$ cat config.mk
export PLATFORM = sky130hd
export DESIGN_NAME = rtc_sec_alarm
export DESIGN_NICKNAME = d
export VERILOG_FILES = /design/src/rtl/rtc_pkg.sv /design/src/rtl/rtc_slow_tick.sv /design/src/rtl/rtc_wr_gate.sv /design/src/rtl/rtc_time_core.sv /design/src/rtl/rtc_sec_alarm.sv
export SDC_FILE = /design/constraint.sdc
export NUM_CORES = 1
export LEC_CHECK = 0
export ABC_CLOCK_PERIOD_IN_PS = 6900
export CORE_UTILIZATION = 45
export CTS_BUF_LIST = sky130_fd_sc_hd__clkbuf_16
export CTS_CLUSTER_SIZE = 24
export DETAILED_ROUTE_END_ITERATION = 7
export HOLD_SLACK_MARGIN = 0.1
export PLACE_DENSITY_LB_ADDON = 0.25
export SYNTH_ARGS = -nofsm -noshare
export SYNTH_HDL_FRONTEND = slang
export SYNTH_SLANG_ARGS = --single-unit
$ cat constraint.sdc
create_clock -name clk -period 6.9 [get_ports clk]
set_clock_uncertainty 0.1 [all_clocks]
set_input_delay 0.69 -clock clk [delete_from_list [all_inputs] [get_ports clk]]
set_output_delay 0.69 -clock clk [all_outputs]
set_load 0.02 [all_outputs]
$ cat src/rtl/rtc_pkg.sv
package rtc_pkg;
  // register offsets (byte addresses)
  localparam logic [7:0] A_CTRL = 8'h00;
  localparam logic [7:0] A_SEC  = 8'h04;
  localparam logic [7:0] A_ALRM = 8'h08;
  localparam logic [7:0] A_TRIM = 8'h0C;
  localparam logic [7:0] A_SCR  = 8'h34;
  localparam logic [7:0] A_KEY  = 8'h3C;

  // control register bit positions
  localparam int B_RUN     = 0;
  localparam int B_AL_ON   = 2;
  localparam int B_AL_IE   = 3;
  localparam int B_AL_FLAG = 4;
  localparam int B_HZ_IE   = 5;
  localparam int B_HZ_FLAG = 6;
  localparam int B_WRDY    = 7;

  localparam logic [31:0] KEY_MAGIC = 32'h0000_A55A;
endpackage

$ cat src/rtl/rtc_slow_tick.sv
module rtc_slow_tick #(
  parameter int DIV         = 32768,
  parameter int SYNC_STAGES = 2
) (
  input  logic clk,
  input  logic rst_n,
  input  logic slow_clk,
  output logic slow_rise,
  output logic sec_tick
);
  localparam int CW = (DIV > 1) ? $clog2(DIV) : 1;

  // sh[0] is the first synchronizer stage, sh[SYNC_STAGES] the edge-detect delay
  logic [SYNC_STAGES:0] sh;
  logic [CW-1:0]        pre;
  logic                 last;

  always_ff @(posedge clk or negedge rst_n) begin
    if (!rst_n) sh <= '0;
    else        sh <= {sh[SYNC_STAGES-1:0], slow_clk};
  end

  assign slow_rise = sh[SYNC_STAGES-1] & ~sh[SYNC_STAGES];
  assign last      = (pre == CW'(DIV - 1));
  assign sec_tick  = slow_rise & last;

  always_ff @(posedge clk or negedge rst_n) begin
    if (!rst_n)         pre <= '0;
    else if (slow_rise) pre <= last ? '0 : pre + 1'b1;
  end
endmodule

$ cat src/rtl/rtc_wr_gate.sv
module rtc_wr_gate #(
  parameter int DATA_W        = 32,
  parameter int BUSY_TICKS    = 2,
  parameter bit UNLOCK_EN     = 1'b1
) (
  input  logic              clk,
  input  logic              rst_n,
  input  logic              slow_rise,
  input  logic              wr_req,
  input  logic              key_sel,
  input  logic              mapped,
  input  logic [DATA_W-1:0] wdata,
  output logic              wr_ready,
  output logic              wr_accept,
  output logic              key_open
);
  localparam int BW = $clog2(BUSY_TICKS + 1);

  logic [BW-1:0] busy;
  logic          permit;

  assign wr_ready  = (busy == '0);
  assign wr_accept = wr_req & ~key_sel & mapped & wr_ready & permit;

  always_ff @(posedge clk or negedge rst_n) begin
    if (!rst_n)                        busy <= '0;
    else if (wr_accept)                busy <= BW'(BUSY_TICKS);
    else if (slow_rise && busy != '0)  busy <= busy - 1'b1;
  end

  generate
    if (UNLOCK_EN) begin : g_key
      logic key_q;
      always_ff @(posedge clk or negedge rst_n) begin
        if (!rst_n)                                          key_q <= 1'b0;
        else if (wr_req && key_sel && wdata == DATA_W'(rtc_pkg::KEY_MAGIC)) key_q <= 1'b1;
        else if (wr_accept)                                  key_q <= 1'b0;
      end
      assign permit   = key_q;
      assign key_open = key_q;

      AST_KEY_SPENT: assert property (@(posedge clk) disable iff (!rst_n)
        wr_accept |=> !key_open);
    end else begin : g_nokey
      logic unused_w;
      assign unused_w = ^wdata;
      assign permit   = 1'b1;
      assign key_open = 1'b0;
    end
  endgenerate

  AST_BUSY_AFTER_WR: assert property (@(posedge clk) disable iff (!rst_n)
    wr_accept |=> !wr_ready);
  AST_BUSY_HOLD: assert property (@(posedge clk) disable iff (!rst_n)
    (!wr_ready && !slow_rise) |=> !wr_ready);
endmodule

$ cat src/rtl/rtc_time_core.sv
module rtc_time_core #(
  parameter int DATA_W = 32
) (
  input  logic              clk,
  input  logic              rst_n,
  input  logic              sec_tick,
  input  logic              run,
  input  logic              al_on,
  input  logic [DATA_W-1:0] alarm_val,
  input  logic              sec_load,
  input  logic [DATA_W-1:0] load_val,
  input  logic              ctrl_wr,
  input  logic              keep_al,
  input  logic              keep_hz,
  output logic [DATA_W-1:0] seconds,
  output logic              al_flag,
  output logic              hz_flag
);
  logic              step;
  logic [DATA_W-1:0] nxt;

  assign step = sec_tick & run;
  assign nxt  = seconds + 1'b1;

  always_ff @(posedge clk or negedge rst_n) begin
    if (!rst_n)        seconds <= '0;
    else if (sec_load) seconds <= load_val;
    else if (step)     seconds <= nxt;
  end

  // event set has priority over a clearing write in the same cycle
  always_ff @(posedge clk or negedge rst_n) begin
    if (!rst_n)                   hz_flag <= 1'b0;
    else if (step)                hz_flag <= 1'b1;
    else if (ctrl_wr && !keep_hz) hz_flag <= 1'b0;
  end

  always_ff @(posedge clk or negedge rst_n) begin
    if (!rst_n)                                  al_flag <= 1'b0;
    else if (step && al_on && nxt == alarm_val)  al_flag <= 1'b1;
    else if (ctrl_wr && !keep_al)                al_flag <= 1'b0;
  end

  AST_SEC_HOLD: assert property (@(posedge clk) disable iff (!rst_n)
    (!sec_load && !step) |=> $stable(seconds));
  AST_SEC_STEP: assert property (@(posedge clk) disable iff (!rst_n)
    (!sec_load && step) |=> seconds == $past(seconds) + 1'b1);
  AST_HZ_SET: assert property (@(posedge clk) disable iff (!rst_n)
    step |=> hz_flag);
  AST_HZ_KEEP: assert property (@(posedge clk) disable iff (!rst_n)
    (hz_flag && !ctrl_wr) |=> hz_flag);
  AST_AL_KEEP: assert property (@(posedge clk) disable iff (!rst_n)
    (al_flag && !ctrl_wr) |=> al_flag);
endmodule

$ cat src/rtl/rtc_sec_alarm.sv
module rtc_sec_alarm
  import rtc_pkg::*;
#(
  parameter int ADDR_W        = 8,
  parameter int DATA_W        = 32,
  parameter int PRESCALE      = 32768,
  parameter int WR_BUSY_TICKS = 2,
  parameter bit UNLOCK_EN     = 1'b1
) (
  input  logic              clk,
  input  logic              rst_n,
  input  logic              slow_clk,
  input  logic              reg_wr,
  input  logic [ADDR_W-1:0] reg_addr,
  input  logic [DATA_W-1:0] reg_wdata,
  output logic [DATA_W-1:0] reg_rdata,
  output logic              irq
);
  logic slow_rise, sec_tick;
  logic wr_ready, wr_accept, key_open;
  logic sel_ctrl, sel_sec, sel_alrm, sel_trim, sel_scr, sel_key, mapped;
  logic run_q, al_on_q, al_ie_q, hz_ie_q;
  logic al_flag, hz_flag;
  logic [DATA_W-1:0] seconds, alarm_q, trim_q, scr_q;

  assign sel_ctrl = (reg_addr == ADDR_W'(A_CTRL));
  assign sel_sec  = (reg_addr == ADDR_W'(A_SEC));
  assign sel_alrm = (reg_addr == ADDR_W'(A_ALRM));
  assign sel_trim = (reg_addr == ADDR_W'(A_TRIM));
  assign sel_scr  = (reg_addr == ADDR_W'(A_SCR));
  assign sel_key  = (reg_addr == ADDR_W'(A_KEY));
  assign mapped   = sel_ctrl | sel_sec | sel_alrm | sel_trim | sel_scr;

  rtc_slow_tick #(.DIV(PRESCALE), .SYNC_STAGES(2)) u_tick (
    .clk       (clk),
    .rst_n     (rst_n),
    .slow_clk  (slow_clk),
    .slow_rise (slow_rise),
    .sec_tick  (sec_tick)
  );

  rtc_wr_gate #(.DATA_W(DATA_W), .BUSY_TICKS(WR_BUSY_TICKS), .UNLOCK_EN(UNLOCK_EN)) u_gate (
    .clk       (clk),
    .rst_n     (rst_n),
    .slow_rise (slow_rise),
    .wr_req    (reg_wr),
    .key_sel   (sel_key),
    .mapped    (mapped),
    .wdata     (reg_wdata),
    .wr_ready  (wr_ready),
    .wr_accept (wr_accept),
    .key_open  (key_open)
  );

  always_ff @(posedge clk or negedge rst_n) begin
    if (!rst_n) begin
      run_q   <= 1'b0;
      al_on_q <= 1'b0;
      al_ie_q <= 1'b0;
      hz_ie_q <= 1'b0;
    end else if (wr_accept && sel_ctrl) begin
      run_q   <= reg_wdata[B_RUN];
      al_on_q <= reg_wdata[B_AL_ON];
      al_ie_q <= reg_wdata[B_AL_IE];
      hz_ie_q <= reg_wdata[B_HZ_IE];
    end
  end

  rtc_time_core #(.DATA_W(DATA_W)) u_core (
    .clk       (clk),
    .rst_n     (rst_n),
    .sec_tick  (sec_tick),
    .run       (run_q),
    .al_on     (al_on_q),
    .alarm_val (alarm_q),
    .sec_load  (wr_accept & sel_sec),
    .load_val  (reg_wdata),
    .ctrl_wr   (wr_accept & sel_ctrl),
    .keep_al   (reg_wdata[B_AL_FLAG]),
    .keep_hz   (reg_wdata[B_HZ_FLAG]),
    .seconds   (seconds),
    .al_flag   (al_flag),
    .hz_flag   (hz_flag)
  );

  always_ff @(posedge clk or negedge rst_n) begin
    if (!rst_n) begin
      alarm_q <= '0;
      trim_q  <= '0;
    end else if (wr_accept) begin
      if (sel_alrm) alarm_q <= reg_wdata;
      if (sel_trim) trim_q  <= reg_wdata;
    end
  end

  // scratchpad deliberately has no reset so it survives a warm reset
  always_ff @(posedge clk) begin
    if (wr_accept && sel_scr) scr_q <= reg_wdata;
  end

  assign irq = (al_flag & al_ie_q) | (hz_flag & hz_ie_q);

  always_comb begin
    reg_rdata = '0;
    if (sel_ctrl) begin
      reg_rdata[B_RUN]     = run_q;
      reg_rdata[B_AL_ON]   = al_on_q;
      reg_rdata[B_AL_IE]   = al_ie_q;
      reg_rdata[B_AL_FLAG] = al_flag;
      reg_rdata[B_HZ_IE]   = hz_ie_q;
      reg_rdata[B_HZ_FLAG] = hz_flag;
      reg_rdata[B_WRDY]    = wr_ready;
    end else if (sel_sec)  reg_rdata = seconds;
    else if (sel_alrm)     reg_rdata = alarm_q;
    else if (sel_trim)     reg_rdata = trim_q;
    else if (sel_scr)      reg_rdata = scr_q;
    else if (sel_key)      reg_rdata[DATA_W-1] = key_open;
  end

  AST_IRQ_NEEDS_FLAG: assert property (@(posedge clk) disable iff (!rst_n)
    irq |-> (al_flag || hz_flag));
  AST_REJECT_NO_LOAD: assert property (@(posedge clk) disable iff (!rst_n)
    (reg_wr && !wr_ready && sel_trim) |=> $stable(trim_q));
endmodule

==> results of run 1 <==
==> flip-flops by register name, indices dropped and copies added, names as in the netlist, 2 cells and up <==
signal,count
alarm_q,32
scr_q,32
trim_q,32
u_core.seconds,32
u_tick.pre,15
u_tick.sh,3
u_gate.busy,2
==> logic make-up after synthesis <==
family | Yosys count
and+or+nand+nor | 280
DFF | 155
AOI/OAI and AO/OA | 145
xor gates and xnor gates | 81
muxes | 77
buffers and inverters | 65
adders and majority gates | 3
==> stage by stage <==
step	cells	hold WS, ps	instance area, um2
final	1099	256	9800
after global routing	1099	260	9800
after CTS	1099	259	9800
after detailed placement	1067	244	9220
after global placement	1067	239	9220
after floorplan	806	231	8320
==> Yosys cell counts (2+ instances only) <==
master      n  area (um2)
a21oi_1    14        70.1
a222oi_1    4        40.0
a22o_1      2        17.5
a22oi_1    52         390
and2_1      5        31.3
and3_1      8        50.1
and4_1      7        61.3
buf_2      10        50.1
buf_6       2        22.5
clkbuf_1   38         143
dfrtp_1   123        3080
edfxtp_1   32         961
ha_1        3        37.5
inv_1      12        45.0
mux2_1     15         169
mux2_2     57         642
mux2i_1     5        50.1
nand2_1   112         420
nand2b_1    3        18.8
nand3_1    20         100
nand3b_1    3        22.5
nand4_1    24         150
nor2_1     37         139
nor2b_1     4        25.0
nor3_1     16        80.1
nor3_2      2        20.0
nor3b_1     3        22.5
nor4_1     13        81.3
nor4b_1     3        26.3
nor4bb_1    2        20.0
o21ai_0    35         175
o21ai_1    15        75.1
o221ai_1    3        26.3
o22ai_1     3        18.8
o31a_1      2        17.5
or3_1       6        37.5
or4_1       5        37.5
xnor2_1    50         438
xor2_1     31         272
==> report_power, final <==
| part | leakage, uW | switching, uW | internal (uW) | total, uW |
|---|---|---|---|---|
| clock network | 0.000277 | 416 | 510 | 926 |
| logic | 0.00188 | 62.9 | 49.8 | 113 |
| registers | 0.00181 | 17.9 | 955 | 973 |
==> final cells by class <==
class	count	area share (%)
Clock buffer	17	4.34
Sequential cell	155	41.2
Timing Repair Buffer	85	8.43
Clock inverter	15	1.57
Tap cell	229	2.93
Multi-Input combinational cell	586	41.0
Inverter	12	0.460
==> critical path, delay by kind of cell <==
family / cells / cell delay, ps
AND/OR/NAND/NOR: 5 / 1210
AO/OA/AOI/OAI: 2 / 220
buffers and inverters: 3 / 1460
==> worst min path at each step <==
stage / endpoint / cells after the start
after floorplan: u_tick.sh[1] / 0
after global placement: u_tick.sh[1] / 0
after detailed placement: u_tick.sh[1] / 0
after CTS: u_tick.sh[1] / 0
after global routing: u_tick.sh[1] / 0
final: u_tick.sh[1] / 0
==> placed cells by master, fill, tap and decap left out, types with 11 or more instances in the layout <==
master           netlist  layout
nor3_1                16      16
a21oi_1               14      14
nor4_1                13      11
edfxtp_1              32      32
nor2_1                37      35
a22oi_1               52      52
dfrtp_1              123     123
nand2_1              112     112
o21ai_0               35      35
xnor2_1               50      50
o21ai_1               15      15
inv_1                 12      12
clkbuf_16              0      17
mux2_1                15      15
nand3_1               20      20
clkdlybuf4s50_1        0      75
mux2_2                57      57
xor2_1                31      31
nand4_1               24      24
==> layer usage <==
metal / share of wire [%] / vias to the layer above
met1: 47 / 3185
li1: - / 3039
met4: 1.1 / 0
met3: 4.4 / 20
met2: 48 / 151
met5: 0 / -
==> reports/results.ini, run 1 <==
[die]
standard_cell_rows=49
area_of_the_die_um2=19000
design.core.area_um2=18000
die-height_um=138
ioPinCount=77
initial_core_util_pct=46.1
dieWidth_um=138

[setup_path]
critPathCaptureType=primary output
crit-reg2reg-capture=u_core.al_flag
reg2reg_setup_slack_ps=3870
max_stage_delay_ps=600
crit_path_class=in2out
cpMostUsedCell=nand2_1
launch_point_of_the_critical_path=reg_addr[3]
worst-r2r-cell-count=7
worstReg2RegStart=u_core.seconds[2]
critical_path_cell_by_cell=clkdlybuf4s50_1, nor3b_1, nand2_1, nor2_2, buf_4, a222oi_1, nand2_1, o21ai_0, nand2_1, clkdlybuf4s50_1
worst_path_max_delay_cell=clkdlybuf4s50_1
worst-path-max-fanout=19
crit_path_start_kind=input port
timing.critical_path.arrival_ps=3580
worst_setup_path_endpoint=reg_rdata[2]
worst-endpoint-required_ps=6110

[power_and_ir_drop]
vdd_ir_drop_max_mv=0.168
power.leakage_uw=0.00397
power.total_uw=2010
p_per_area_nw_per_um2=205

[global_route]
grt.total_usage_pct=23.9
globalRouteMet2Util_pct=38.2
grt_first_pass_wirelength_um=34100
top_usage_layer=met2
initial_antenna_violation_count=0
grt.met1_usage_pct=33.0
first_global_vias=6186
grt_overflow_total=0
gr-usage-met3_pct=4.61
maximum_number_of_pins_on_one_net_before_global_route_repair=70

[synth]
synthMuxAreaShare_pct=10.4
synth_warnings=0
sequential_fraction_of_the_synthesis_area_pct=48.6
synthesis.area_per_instance_um2=10.3
synth_top_family_by_area=simple AND/OR/NAND/NOR gates
syn-instance-count=806
synth_top_flop_cell=dfrtp_1
synth-compound-area-share_pct=11.7
synth_async_sr_flop_share_pct=79.4
synth_enable_flop_cells=32
yosys.area_share.simple_pct=17.1
synth-xor-area-share_pct=8.53
mappedNetlistArea_um2=8320
synth.net_count=853
synth.lib_cells_used.distinct=64
synth_seq_cells=155
synthAdderAreaFrac_pct=0.451

[timing]
fmax_mhz=229
final_hold_viol_count=0
slew_margin_rel_pct=33.1
layout_worst_path_cycle_share_pct=63.4
timing.final.crit_period_ps=4370
setup_violations=0
worst_slack_ps=2530
slew_violations=0
worst_max_slew_pin_slew_ps=1000
totalNegativeSetupSlack_ps=0
rsz_0062_raised_after_global_routing=false

[placed_design]
detailedPlace.worstSlack_ps=2510
place_congestion=0.830
hpwl_um=14300
numPortBuffers=76

[worst_hold_path]
timing.hold.worst.start=u_tick.sh[0]
worst_hold_path_type=reg2reg

[clock_tree]
cts-hold-fix-buffers=0
root_buffer=clkbuf_16
tritoncts=done
cts_resized=0
clock-sinks=155
clock_tree.htree_level_count=4
cts-root-to-sink-buffers=2
clock_latency_ps=430
path_clk_slew_ps=70
cts_inserted_buffers=17
cts.repair_timing.setup_buffer_count=0

[routing]
drt_iter0_drc=530
drt_drc_violations_left=0
num_vias=6395
antenna_violating_nets_post_route=0
drt_pass_1_iters=5
detail_route.vias_per_cell=5.82
wl_per_cell_um=19.3
routed_wl_um=21200

[final_layout]
seq_area_um2=4040
areaGrowthSynthToFinish_pct=17.8
drive_above_1_share_pct=13.3
area_used_by_multi_input_combinational_logic_um2=4020
utilization_pct=54.3
insertedDiodeCount=0
final_nets=904
layout.filler_cells=1629

[flow_run]
cap_violations=0

[outcome]
outcome=complete, no violations

No activity file was read; power rests on OpenSTA's default activity.
==> run 2: changes to the inputs <==
ABC_CLOCK_PERIOD_IN_PS = 4250   (was 6900)
clock period = 4.25 ns   (was 6.9 ns; I/O delays follow)
==> run 2 against run 1 <==
Effect of this change: die area unchanged; first-iteration DRC count is 6.6% lower; final area increased by 0.87%; worst setup slack worse by 1900 ps; worst hold slack worse by 6.7 ps; largest power group unchanged.
==> reports/results.ini, run 2 (synthesis results as in run 1) <==
[outcome]
outcome=complete, no violations

[final_layout]
most-common-layout-cells=123 x dfrtp_1, 112 x nand2_1, 75 x clkdlybuf4s50_1, 57 x mux2_2, 52 x a22oi_1
layout.filler_cells=1613
final_nets=912
areaGrowthSynthToFinish_pct=18.8
insertedDiodeCount=0
area_used_by_multi_input_combinational_logic_um2=4030
layout.cells.non_filler=1107
stdcell_area_um2=9880
drive_above_1_share_pct=13.9
seq_area_um2=4040
final_common_cell=dfrtp_1

[global_route]
globalRouteMet2Util_pct=37.4
grt.met1_usage_pct=32.5
top_usage_layer=met2
maximum_number_of_pins_on_one_net_before_global_route_repair=67
grt.total_usage_pct=23.3
first_global_vias=6189
grt_overflow_total=0
grt_first_pass_wirelength_um=33500
initial_antenna_violation_count=0
gr-usage-met3_pct=4.68

[power_and_ir_drop]
share_clk_of_total_power_pct=45.6
power.leakage_uw=0.00402
power.share.sequential_pct=48.6
intPower_uw=2460
p_comb_share_pct=5.7
vdd_ir_drop_max_mv=0.269
p_per_area_nw_per_um2=329
power.net_switching_uw=788
p_sw_share_pct=24.2

[setup_path]
critPathCaptureType=primary output
worst-r2r-cell-count=8
worst-endpoint-required_ps=3720
reg2reg_setup_slack_ps=1190
crit_path_class=in2out
worst-path-max-fanout=13
worstReg2RegStart=u_core.seconds[0]
crit_path_start_kind=input port
timing.critical_path.arrival_ps=3070
crit-reg2reg-capture=u_core.al_flag

[die]
design.core.area_um2=18000
standard_cell_rows=49
ioPinCount=77
area_of_the_die_um2=19000
dieWidth_um=138
die-height_um=138
initial_core_util_pct=46.1

[routing]
wl_per_cell_um=18.9
detail_route.vias_per_cell=5.79
drt_pass_1_iters=7
drt_drc_violations_left=0
num_vias=6409
antenna_violating_nets_post_route=0
drt_iter0_drc=495
routed_wl_um=20900

[clock_tree]
cts.repair_timing.setup_buffer_count=0
root_buffer=clkbuf_16
cts-hold-fix-buffers=1
tritoncts=done
cts_inserted_buffers=17
cts-root-to-sink-buffers=2
cts_resized=0
clock_tree.htree_level_count=4
clock-sinks=155
clock_latency_ps=430
path_clk_slew_ps=60

[worst_hold_path]
hold-path-cell-count=0
timing.hold.worst.start=u_tick.sh[0]
worst_hold_path_type=reg2reg
capture_endpoint_of_the_worst_hold_path=u_tick.sh[1]

[timing]
totalNegativeSetupSlack_ps=0
slew_violations=0
timing.final.crit_period_ps=3590
rsz_0062_raised_after_global_routing=false
setup_violations=0
fmax_mhz=279
slew_margin_rel_pct=41.2
worst_max_slew_pin_slew_ps=882
layout_worst_path_cycle_share_pct=84.5
final_hold_viol_count=0
hold_ws_ps=249

[placed_design]
numPortBuffers=76
placed_cell_area_um2=9290
dp.cells=1074
hpwl_um=14600
place_congestion=0.870

[flow_run]
cap_violations=0

==> run 2: layout make-up <==
cell class / count / area share, %
Clock buffer: 19 / 4.81
Inverter: 12 / 0.456
Sequential cell: 155 / 40.9
Multi-Input combinational cell: 586 / 40.8
Timing Repair Buffer: 93 / 9.12
Tap cell: 229 / 2.90
Clock inverter: 13 / 1.06
==> run 2: power groups by stage <==
stage / clock (uW) / sequential (uW) / combinational, uW
2_1_floorplan: 0 / 1600 / 75.3
3_5_place_dp: 0 / 1610 / 189
4_1_cts: 1510 / 1580 / 190
6_report: 1480 / 1580 / 186
3_3_place_gp: 0 / 1610 / 186
5_1_grt: 1570 / 1580 / 208
==> run 2: worst max path at each step <==
| stage | startpoint | endpoint | slack [ps] | depth (start not counted) |
|---|---|---|---|---|
| floorplan | reg_addr[7] | scr_q[0] | 860 | 3 |
| global placement | reg_addr[2] | reg_rdata[31] | 740 | 8 |
| detailed placement | reg_addr[2] | reg_rdata[31] | 660 | 8 |
| CTS | reg_addr[2] | reg_rdata[31] | 670 | 8 |
| global route | reg_addr[7] | reg_rdata[4] | 480 | 7 |
| finish | reg_addr[2] | reg_rdata[31] | 660 | 8 |
==> run 2: metrics by stage <==
step                setup slack [ps]  power, uW  utilization [%]
floorplan                        862       1680                -
global placement                 737       1790             51.5
detailed placement               660       1800             51.5
CTS                              667       3280             54.8
global route                     483       3370             54.8
finish                           660       3250             54.8
==> run 2: critical path: stages <==
cell and delay, ps:
clkdlybuf4s50_1 550, nor3b_1 370, and4_1 440, buf_4 280
nand2_1 80, and3_1 180, o21ai_1 120, clkdlybuf4s50_1 610
==> run 2: routing by layer <==
layer / part of all wire, % / vias up / wire, um
met5: 0 / - / 0
met4: 0.85 / 0 / 178
met3: 4.3 / 17 / 902
met2: 47 / 142 / 9910
met1: 47 / 3202 / 9910
li1: - / 3048 / -
==> run 3: changes to the inputs <==
ABC_CLOCK_PERIOD_IN_PS = 3300   (was 4250)
clock period = 3.3 ns   (was 4.25 ns; I/O delays follow)
==> run 3 against run 2 <==
Effect of this change: first-iteration DRC count is 6.5% higher; sequential share of layout area is 0.97 points lower; die area stayed put; count of clock-buffer cells in the layout is 2 lower; final area is 2.4% higher; critical path type unchanged; largest power group is now clock.
==> reports/results.ini, run 3 (synthesis results as in run 1) <==
[outcome]
outcome=complete, no violations

[worst_hold_path]
timing.hold.worst.start=slow_clk
capture_endpoint_of_the_worst_hold_path=u_tick.sh[0]
hold-path-cell-count=1
worst_hold_path_type=in2reg

[final_layout]
utilization_pct=56.2
insertedDiodeCount=0
drive_above_1_share_pct=15.4
most-common-layout-cells=123 x dfrtp_1, 112 x nand2_1, 75 x clkdlybuf4s50_1, 57 x mux2_2, 52 x a22oi_1
layout.cells.non_filler=1121
stdcell_area_um2=10100
final_nets=926
final_common_cell=dfrtp_1
areaGrowthSynthToFinish_pct=21.7

[placed_design]
place_congestion=0.836
numPortBuffers=76
hpwl_um=15000
detailedPlace.worstSlack_ps=90.0
placed_cell_area_um2=9460
dp.cells=1088

[timing]
slew_violations=0
worst_slack_ps=207
rsz_0062_raised_after_global_routing=false
fmax_mhz=323
totalNegativeSetupSlack_ps=0
layout_worst_path_cycle_share_pct=93.7
setup_violations=0
slew_margin_rel_pct=32.6
timing.final.crit_period_ps=3090
final_hold_viol_count=0
worst_max_slew_pin_slew_ps=1010

[die]
initial_core_util_pct=46.1
area_of_the_die_um2=19000
ioPinCount=77
design.core.area_um2=18000
die-height_um=138
standard_cell_rows=49
dieWidth_um=138

[routing]
wl_per_cell_um=19.0
num_vias=6496
drt_pass_1_iters=5
drt_iter0_drc=527
detail_route.vias_per_cell=5.79
antenna_violating_nets_post_route=0
drt_drc_violations_left=0
routed_wl_um=21300

[setup_path]
reg2reg_setup_slack_ps=280
max_stage_delay_ps=620
critical_path_cell_by_cell=clkdlybuf4s50_1, nor2_1, nand2_1, nor4_2, buf_4, buf_4, a22oi_1, nand2_1, clkdlybuf4s50_1
worst_path_max_delay_cell=clkdlybuf4s50_1
crit-reg2reg-capture=u_core.al_flag
worst-path-max-fanout=13
critPathCaptureType=primary output
worstReg2RegStart=u_core.seconds[0]
crit_path_class=in2out
worst-r2r-cell-count=8
timing.critical_path.arrival_ps=2660
worst-endpoint-required_ps=2870
crit_path_start_kind=input port

[clock_tree]
clock_latency_ps=430
tritoncts=done
clock_tree.htree_level_count=4
path_clk_slew_ps=60
clock-sinks=155
root_buffer=clkbuf_16
cts_inserted_buffers=17
cts-root-to-sink-buffers=2

[global_route]
grt_overflow_total=0
top_usage_layer=met2
grt.total_usage_pct=23.9
first_global_vias=6142
globalRouteMet2Util_pct=37.3
grt_first_pass_wirelength_um=34000
maximum_number_of_pins_on_one_net_before_global_route_repair=75
grt.met1_usage_pct=33.7
gr-usage-met3_pct=4.57
initial_antenna_violation_count=0

[flow_run]
cap_violations=0

[power_and_ir_drop]
vdd_ir_drop_max_mv=0.341
power.leakage_uw=0.00414
p_per_area_nw_per_um2=438

[run 3: changes by cell type in the layout (fill, tap and decap cells not counted), moves of 2 or more]
cell	delta
buf_4	+9
inv_8	-2
bufinv_16	+5
inv_4	-2
clkbuf_16	-2
buf_12	+5
[run 3: worst max path at each step]
stage	startpoint	to	cells after the start
floorplan	reg_addr[7]	scr_q[0]	3
global placement	reg_addr[3]	reg_rdata[2]	10
detailed placement	reg_addr[3]	reg_rdata[19]	9
CTS	reg_addr[3]	reg_rdata[19]	9
global route	reg_addr[2]	reg_rdata[3]	9
finish	reg_addr[4]	reg_rdata[19]	9
[run 3: layer usage]
| metal | share of wire [%] | vias to the layer above | wire, um |
|---|---|---|---|
| li1 | - | 3084 | - |
| met1 | 47 | 3244 | 10100 |
| met5 | 0 | - | 0 |
| met3 | 3.6 | 23 | 772 |
| met4 | 1.5 | 0 | 310 |
| met2 | 48 | 145 | 10100 |
[run 3: final cells by class]
| type | instances | area (um2) |
|---|---|---|
| fillers | 1577 | 7900 |
| flip-flops and latches | 155 | 4040 |
| multi-input cells | 586 | 4040 |
| clock buffers | 17 | 425 |
| well taps | 229 | 287 |
| inverters | 12 | 45.0 |
| clock inverters | 15 | 221 |
| repair buffers | 107 | 1070 |
[run 3: power by group]
| group | leakage (uW) | switching [uW] | internal (uW) | total [uW] |
|---|---|---|---|---|
| logic | 0.00202 | 136 | 109 | 246 |
| registers | 0.00181 | 37.7 | 2000 | 2040 |
| clock network | 0.000309 | 808 | 1340 | 2150 |
| total | 0.00414 | 982 | 3450 | 4430 |
[run 3: worst max-delay path: cells and delay by family]
| kind | cells | cell delay [ps] |
|---|---|---|
| buffers and inverters | 4 | 1500 |
| AOI/OAI and AO/OA | 1 | 110 |
| and+or+nand+nor | 4 | 710 |
[run 3: metrics by stage]
stage,power [uW],hold WS [ps]
2_1_floorplan,2160,-65.6
3_3_place_gp,2310,233
3_5_place_dp,2320,241
4_1_cts,4470,218
5_1_grt,4580,246
6_report,4430,232
[run 3: repair_timing]
action,4_1_cts,5_1_grt
gates resized for setup,0,2
setup endpoints to repair,0,18
endpoints found under the hold margin,72,0
hold buffers,1,0
setup buffers,0,0
